File: config.mk
export PLATFORM = sky130hd
export DESIGN_NAME = chblk_gen
export DESIGN_NICKNAME = d
export VERILOG_FILES = /design/src/rtl/chblk_gen.sv
export SDC_FILE = /design/constraint.sdc
export NUM_CORES = 1
export LEC_CHECK = 0
export BUFFER_PORTS_ARGS = -buffer_cell sky130_fd_sc_hd__clkbuf_2
export CAP_MARGIN = 20
export CELL_PAD_IN_SITES_DETAIL_PLACEMENT = 0
export CELL_PAD_IN_SITES_GLOBAL_PLACEMENT = 1
export CORE_MARGIN = 4
export CORE_UTILIZATION = 45
export CTS_CLUSTER_SIZE = 40
export DETAILED_ROUTE_END_ITERATION = 12
export PLACE_DENSITY = 0.73
export SLEW_MARGIN = 20
export SYNTH_ARGS = -nofsm -noshare
export SYNTH_HDL_FRONTEND = slang
export SYNTH_SLANG_ARGS = --single-unit
export TNS_END_PERCENT = 5
File: constraint.sdc
create_clock -name clk -period 2.75 [get_ports clk]
set_input_delay 0.55 -clock clk [delete_from_list [all_inputs] [get_ports clk]]
set_output_delay 0.55 -clock clk [all_outputs]
set_load 0.02 [all_outputs]
File: src/rtl/chblk_gen.sv
module chblk_gen #(
  parameter int         N_CH        = 32,
  parameter int         BITS_PER_CH = 8,
  parameter logic [7:0] RX_BASE     = 8'h2B,
  parameter logic [7:0] TX_BASE     = 8'h22,
  parameter logic [7:0] CTL_ADDR    = 8'h30,
  parameter int         MODE_BIT    = 0
) (
  input  logic       clk,
  input  logic       rst_n,
  input  logic       host_we,
  input  logic [7:0] host_addr,
  input  logic [7:0] host_wdata,
  output logic [7:0] host_rdata,
  input  logic       rx_bclk_en,
  input  logic       rx_fsync,
  input  logic       tx_bclk_en,
  input  logic       tx_fsync,
  output logic       rx_chblk,
  output logic       tx_chblk,
  output logic       tx_sig_int
);
  localparam int NREG  = N_CH / 8;
  localparam int CH_W  = $clog2(N_CH);
  localparam int BIT_W = $clog2(BITS_PER_CH);
  localparam logic [BIT_W-1:0] BIT_LAST = BIT_W'(BITS_PER_CH - 1);
  localparam logic [CH_W-1:0]  CH_LAST  = CH_W'(N_CH - 1);

  logic [N_CH-1:0] rx_mask, tx_mask;
  logic            sig_mode;

  always_ff @(posedge clk or negedge rst_n) begin
    if (!rst_n) begin
      rx_mask  <= '0;
      tx_mask  <= '0;
      sig_mode <= 1'b0;
    end else if (host_we) begin
      for (int i = 0; i < NREG; i++) begin
        if (host_addr == RX_BASE + 8'(i)) rx_mask[i*8 +: 8] <= host_wdata;
        if (host_addr == TX_BASE + 8'(i)) tx_mask[i*8 +: 8] <= host_wdata;
      end
      if (host_addr == CTL_ADDR) sig_mode <= host_wdata[MODE_BIT];
    end
  end

  always_comb begin
    host_rdata = '0;
    for (int i = 0; i < NREG; i++) begin
      if (host_addr == RX_BASE + 8'(i)) host_rdata = rx_mask[i*8 +: 8];
      if (host_addr == TX_BASE + 8'(i)) host_rdata = tx_mask[i*8 +: 8];
    end
    if (host_addr == CTL_ADDR) host_rdata[MODE_BIT] = sig_mode;
  end

  logic [BIT_W-1:0] rx_bit, tx_bit;
  logic [CH_W-1:0]  rx_ch, tx_ch, rx_next_ch, tx_next_ch;
  logic             rx_edge, tx_edge;

  assign rx_edge    = rx_bclk_en & (rx_fsync | (rx_bit == BIT_LAST));
  assign tx_edge    = tx_bclk_en & (tx_fsync | (tx_bit == BIT_LAST));
  assign rx_next_ch = (rx_fsync || rx_ch == CH_LAST) ? '0 : rx_ch + 1'b1;
  assign tx_next_ch = (tx_fsync || tx_ch == CH_LAST) ? '0 : tx_ch + 1'b1;

  always_ff @(posedge clk or negedge rst_n) begin
    if (!rst_n) begin
      rx_bit   <= BIT_LAST;
      rx_ch    <= CH_LAST;
      rx_chblk <= 1'b0;
    end else if (rx_bclk_en) begin
      rx_bit <= (rx_fsync || rx_bit == BIT_LAST) ? '0 : rx_bit + 1'b1;
      if (rx_edge) begin
        rx_ch    <= rx_next_ch;
        rx_chblk <= rx_mask[rx_next_ch];
      end
    end
  end

  always_ff @(posedge clk or negedge rst_n) begin
    if (!rst_n) begin
      tx_bit     <= BIT_LAST;
      tx_ch      <= CH_LAST;
      tx_chblk   <= 1'b0;
      tx_sig_int <= 1'b0;
    end else if (tx_bclk_en) begin
      tx_bit <= (tx_fsync || tx_bit == BIT_LAST) ? '0 : tx_bit + 1'b1;
      if (tx_edge) begin
        tx_ch      <= tx_next_ch;
        tx_chblk   <= tx_mask[tx_next_ch];
        tx_sig_int <= sig_mode & tx_mask[tx_next_ch];
      end
    end
  end
endmodule

## After elaboration in Yosys (flattened, before gate mapping)

Index checks and enable logic that the tools add are counted.

| cells by class | value |
|---|---|
| add/sub/neg operators | 4 |
| $lt $le $gt $ge | 2 |
| eq/ne operators | 13 |
| multiplexer cells | 17 |
| bitwise logic cells | 5 |
| reduce and logical (&&, ||, !) cells | 15 |

Operator list:

| cell | count |
|---|---|
| $eq A8 B6 Y1 const B | 9 |
| $mux W8 | 8 |
| $reduce_and A2 Y1 | 11 |
| $lt A5 B6 Y1 const B | 2 |
| $add A5 B1 Y5 const B | 2 |
| $bmux W1 S5 | 2 |
| $eq A5 B5 Y1 const B | 2 |
| $mux W5 | 2 |
| $add A3 B1 Y3 const B | 2 |
| $eq A3 B3 Y1 const B | 2 |
| $mux W3 | 2 |
| $logic_or A1 B1 Y1 | 4 |
| $and A1 B1 Y1 | 3 |
| $mux W1 | 3 |
| $or A1 B1 Y1 | 2 |

| word-level totals | value |
|---|---|
| register bits | 84 |
| input port bits | 23 |

## Longest topological paths before layout

| logic depth | value |
|---|---|
| depth in word-level cells | 10 |
| mapped depth | 10 |
| mapped depth without buffers | 9 |

## Worst setup path after synthesis

Ideal clock, no wire load.

| timing | value |
|---|---|
| path kind | input to output |
| start | in host_addr[4] |
| end | out host_rdata[0] |
| data arrival time | 2149 ps |
| path slack | 51 ps |
| stages | 6 |
| cell sequence | or4b_2 nor2_1 nand2_1 inv_1 a221oi_1 a21oi_1 |

| on the way | value |
|---|---|
| cells in the longest elaborated chain, start to end | 10 |
| elaborated cells between the ends (all ways) | 18 |

Ends and longest elaborated chain:

| element | RTL line | RTL |
|---|---|---|
| start: declaration | 12 | `input logic [7:0] host_addr,` |
| $eq A8 B6 Y1 | 49 | `if (host_addr == RX_BASE + 8'(i)) host_rdata = rx_mask[i*8 +: 8];` |
| $mux W8 | 49 |  |
| $mux W8 | 50 | `if (host_addr == TX_BASE + 8'(i)) host_rdata = tx_mask[i*8 +: 8];` |
| $mux W8 | 49 |  |
| $mux W8 | 50 |  |
| $mux W8 | 49 |  |
| $mux W8 | 50 |  |
| $mux W8 | 49 |  |
| $mux W8 | 50 |  |
| $mux W1 (*) | 52 | `if (host_addr == CTL_ADDR) host_rdata[MODE_BIT] = sig_mode;` |
| end: declaration | 14 | `output logic [7:0] host_rdata,` |

Mark *: on every way between the ends. The rest lies on a longest branch, timed or not.

## Final worst setup path

| timing | value |
|---|---|
| start | in host_addr[4] |
| end | out host_rdata[3] |

| on the way | value |
|---|---|
| cells in the longest elaborated chain, start to end | 9 |
| elaborated cells between the ends (all ways) | 16 |

Ends and longest elaborated chain:

| element | RTL line |
|---|---|
| $eq A8 B6 Y1 | 49 |
| $mux W8 | 49 |
| $mux W8 | 50 |
| $mux W8 | 49 |
| $mux W8 | 50 |
| $mux W8 | 49 |
| $mux W8 | 50 |
| $mux W8 | 49 |
| $mux W8 (*) | 50 |

Marks and branches as above.

==> impl_metrics.py <==
metrics = {
    "synthesis": {
        "synth-xor-area-share": 0.00710,
        "syn_inst": 478,
        "ys_seq_area_frac": 0.430,
        "synth_area_per_cell_um2": 10.3,
        "yosysWarningCount": 0,
        "synth-edff-count": 0,
        "async_flop_share": 1.00,
        "synthAdderAreaFrac": 0.0203,
        "ys_types": 59,
        "muxShareOfSynthArea": 0.210,
        "synth_seq_cells": 84,
        "synth_top_family_by_area": "multiplexers",
        "synth_compound_area_frac": 0.152,
        "yosys.area_share.simple": 0.148,
        "ys.flop_type": "dfrtp_1",
        "syn-num-nets": 509,
        "syn_area_mm2": 0.00494,
    },
    "sta": {
        "fin_skew_ns": 0.00672,
        "setup_viol": 0,
        "relSlewSlack": 0.572,
        "tightest_slew_ns": 0.637,
        "rsz0062_at_grt": "yes",
        "fmax_mhz": 373,
        "postLayoutSetupSlackWorst_ns": 0.0689,
        "tns_ns": 0,
        "hold_viol_final": 0,
        "finalWorstPathRequiredPeriod_ns": 2.68,
        "fin_crit_sh": 0.975,
        "drv_slew": 0,
    },
    "setup_path": {
        "start_kind": "input pin",
        "critPathCaptureType": "output port",
        "path_delay_family": "buffers and inverters",
        "path_max_fanout": 6,
        "arrival_ns": 2.13,
        "cp.required_ns": 2.20,
        "cp_common_cell": "clkbuf_2",
        "crit_buf_inv": 4,
        "crit_chain": "clkbuf_2, nor4b_4, buf_6, nand3b_4, buf_4, o22a_1, o21ai_0, a21oi_1, clkbuf_2",
        "path_class": "input pin to output port",
        "worst-r2r-cell-count": 9,
        "critPathMaxStageDelay_ns": 0.28,
        "cpMaxStageDelayCell": "nor4b_4",
        "crit_cells": 9,
    },
    "cts": {
        "cts-htree-levels": 3,
        "numCtsBuffers": 9,
        "cts_root_buf": "clkbuf_8",
        "cts_hold_buf": 0,
        "cts_tree": "yes",
        "cts_sinks": 84,
        "clockBufferDepth": 2,
        "insertion_delay_ns": 0.36,
        "path_clk_slew_ns": 0.09,
    },
    "status": {
        "status": "complete, no violations",
    },
    "finish": {
        "diodes": 0,
        "finalNonFillerCells": 666,
        "fin_nets": 556,
        "syn2layout_area_growth_pct": 14.1,
        "final_core_utilization": 0.536,
        "drive_above_1_share": 0.362,
    },
    "global_routing": {
        "overflow": 0,
        "grt_antenna_before_repair": 0,
        "first_global_vias": 3960,
        "grtUsageTotal": 0.227,
        "grt_pass1_wl_um": 22200,
        "grt_start_max_net_pins": 54,
    },
    "route": {
        "drtIter0Drc": 318,
        "vias": 3977,
        "routed_wl_um": 13900,
        "ant_nets": 0,
        "vias_per_cell": 5.97,
        "wl_per_cell_um": 20.8,
        "dr.pass1.iters": 4,
        "drcViolationCount": 0,
    },
    "pwr": {
        "p_leak_nw": 2.62,
        "p_per_area_mw_per_mm2": 504,
        "ir_worst_vdd_mv": 0.399,
        "finalPower_mw": 2.84,
    },
    "floorplan": {
        "rows": 37,
        "core-area_mm2": 0.0105,
        "die_area_mm2": 0.0127,
        "dieWidth_um": 113,
        "start_util": 0.470,
        "die_y_um": 113,
        "boundaryPins": 34,
    },
    "placement": {
        "gp_congestion": 0.951,
        "dp_hpwl_um": 10300,
        "placement.io_buffers": 33,
        "dpl.cell_count": 650,
        "post-place-ws_ns": -0.0599,
    },
    "worst_hold_path": {
        "hold_class": "input pin to async pin",
    },
    "run": {
        "max_cap_viol_count": 0,
    },
}
layout by cell type, fill, tap and decap left out, drive strengths merged, types with 5 or more instances in the layout:
| master | Yosys | routed |
|---|---|---|
| a21oi | 27 | 27 |
| a22oi | 8 | 8 |
| buf | 4 | 32 |
| clkbuf | 22 | 41 |
| dfrtp | 68 | 68 |
| dfstp | 16 | 16 |
| ha | 8 | 8 |
| inv | 16 | 16 |
| mux2 | 76 | 76 |
| mux2i | 6 | 6 |
| nand2 | 44 | 44 |
| nand3 | 12 | 12 |
| nor2 | 27 | 27 |
| nor3 | 6 | 6 |
| nor3b | 5 | 5 |
| nor4 | 6 | 6 |
| o21ai | 36 | 36 |
| o22a | 11 | 11 |
| o22ai | 16 | 16 |
power by group:
group | leakage, nW | total, mW | switching, mW | internal [mW]
sequential | 1.10 | 1.40 | 0.0701 | 1.33
combinational | 1.42 | 0.551 | 0.316 | 0.235
clock | 0.0967 | 0.887 | 0.448 | 0.439
total | 2.62 | 2.84 | 0.834 | 2.00
state kept, by name, indices dropped and copies added (netlist names):
name and flops:
tx_bit 3, rx_chblk 1, rx_mask 32, rx_ch 5
tx_sig_int 1, tx_chblk 1, rx_bit 3, tx_ch 5
tx_mask 32, sig_mode 1
layer usage:
layer / global-route usage / part of all wire
met5: 0 / 0
met1: 0.346 / 0.50
met3: 0.0348 / 0.051
met4: 0.0713 / 0.018
met2: 0.331 / 0.43
cell type report:
type	instances	area, um^2
Fill cell	961	4870
Multi-Input combinational cell	352	2680
Sequential cell	84	2120
Timing Repair Buffer	62	407
Tap cell	136	170
Clock buffer	11	141
Inverter	16	60.1
Clock inverter	5	51.3
synthesized netlist by cell type (3+ instances only):
master,n,area share
a211oi_1,3,0.0046
a21oi_1,27,0.027
a22oi_1,8,0.012
clkbuf_1,21,0.016
dfrtp_1,68,0.34
dfstp_2,16,0.085
ha_1,8,0.020
inv_1,15,0.011
mux2_2,68,0.16
mux2_4,8,0.024
mux2i_1,6,0.012
mux4_2,4,0.018
nand2_1,42,0.032
nand2b_1,4,0.0051
nand3_1,12,0.012
nand4_1,4,0.0051
nor2_1,27,0.021
nor2b_1,4,0.0051
nor3_1,6,0.0061
nor3b_1,5,0.0076
nor4_1,6,0.0076
o211ai_1,3,0.0046
o21ai_0,35,0.035
o221ai_1,3,0.0053
o22a_1,11,0.020
o22ai_1,16,0.020
or4b_2,3,0.0061
xor2_1,3,0.0053
logic make-up after synthesis:
kind of cell	after synthesis
AND/OR/NAND/NOR	134
AO/OA/AOI/OAI	120
multiplexers	86
flip-flops	84
buffers and inverters	42
adder cells (fa/ha/maj)	8
XOR/XNOR	4
timing repair:
action / CTS / global route
setup endpoints to repair: 8 / 10
setup buffers: 0 / 0
gates resized for setup: 3 / 16
pin swaps: 0 / 2
through the flow:
stage	hold slack, ns	cell area, um^2
after floorplan	0.254	4940
after global placement	0.451	5400
after detailed placement	0.453	5400
after CTS	0.114	5600
after global routing	0.129	5630
final	0.116	5630
worst paths after layout:
kind                                       from                endpoint  slack, ns
min                                       rst_n  tx_mask[0]$_DFFE_PN0P_       0.12
max in group asynchronous                 rst_n   rx_bit[2]$_DFFE_PN1P_       1.95
min reg2reg                rx_ch[4]$_DFFE_PN1P_    rx_ch[4]$_DFFE_PN1P_       0.46
max                                host_addr[4]           host_rdata[3]       0.07
max reg2reg                tx_ch[1]$_DFFE_PN1P_  tx_sig_int$_DFFE_PN0P_       0.16
min in group clk           rx_ch[4]$_DFFE_PN1P_    rx_ch[4]$_DFFE_PN1P_       0.46
Note: power is estimated with default switching activity, not from simulation.
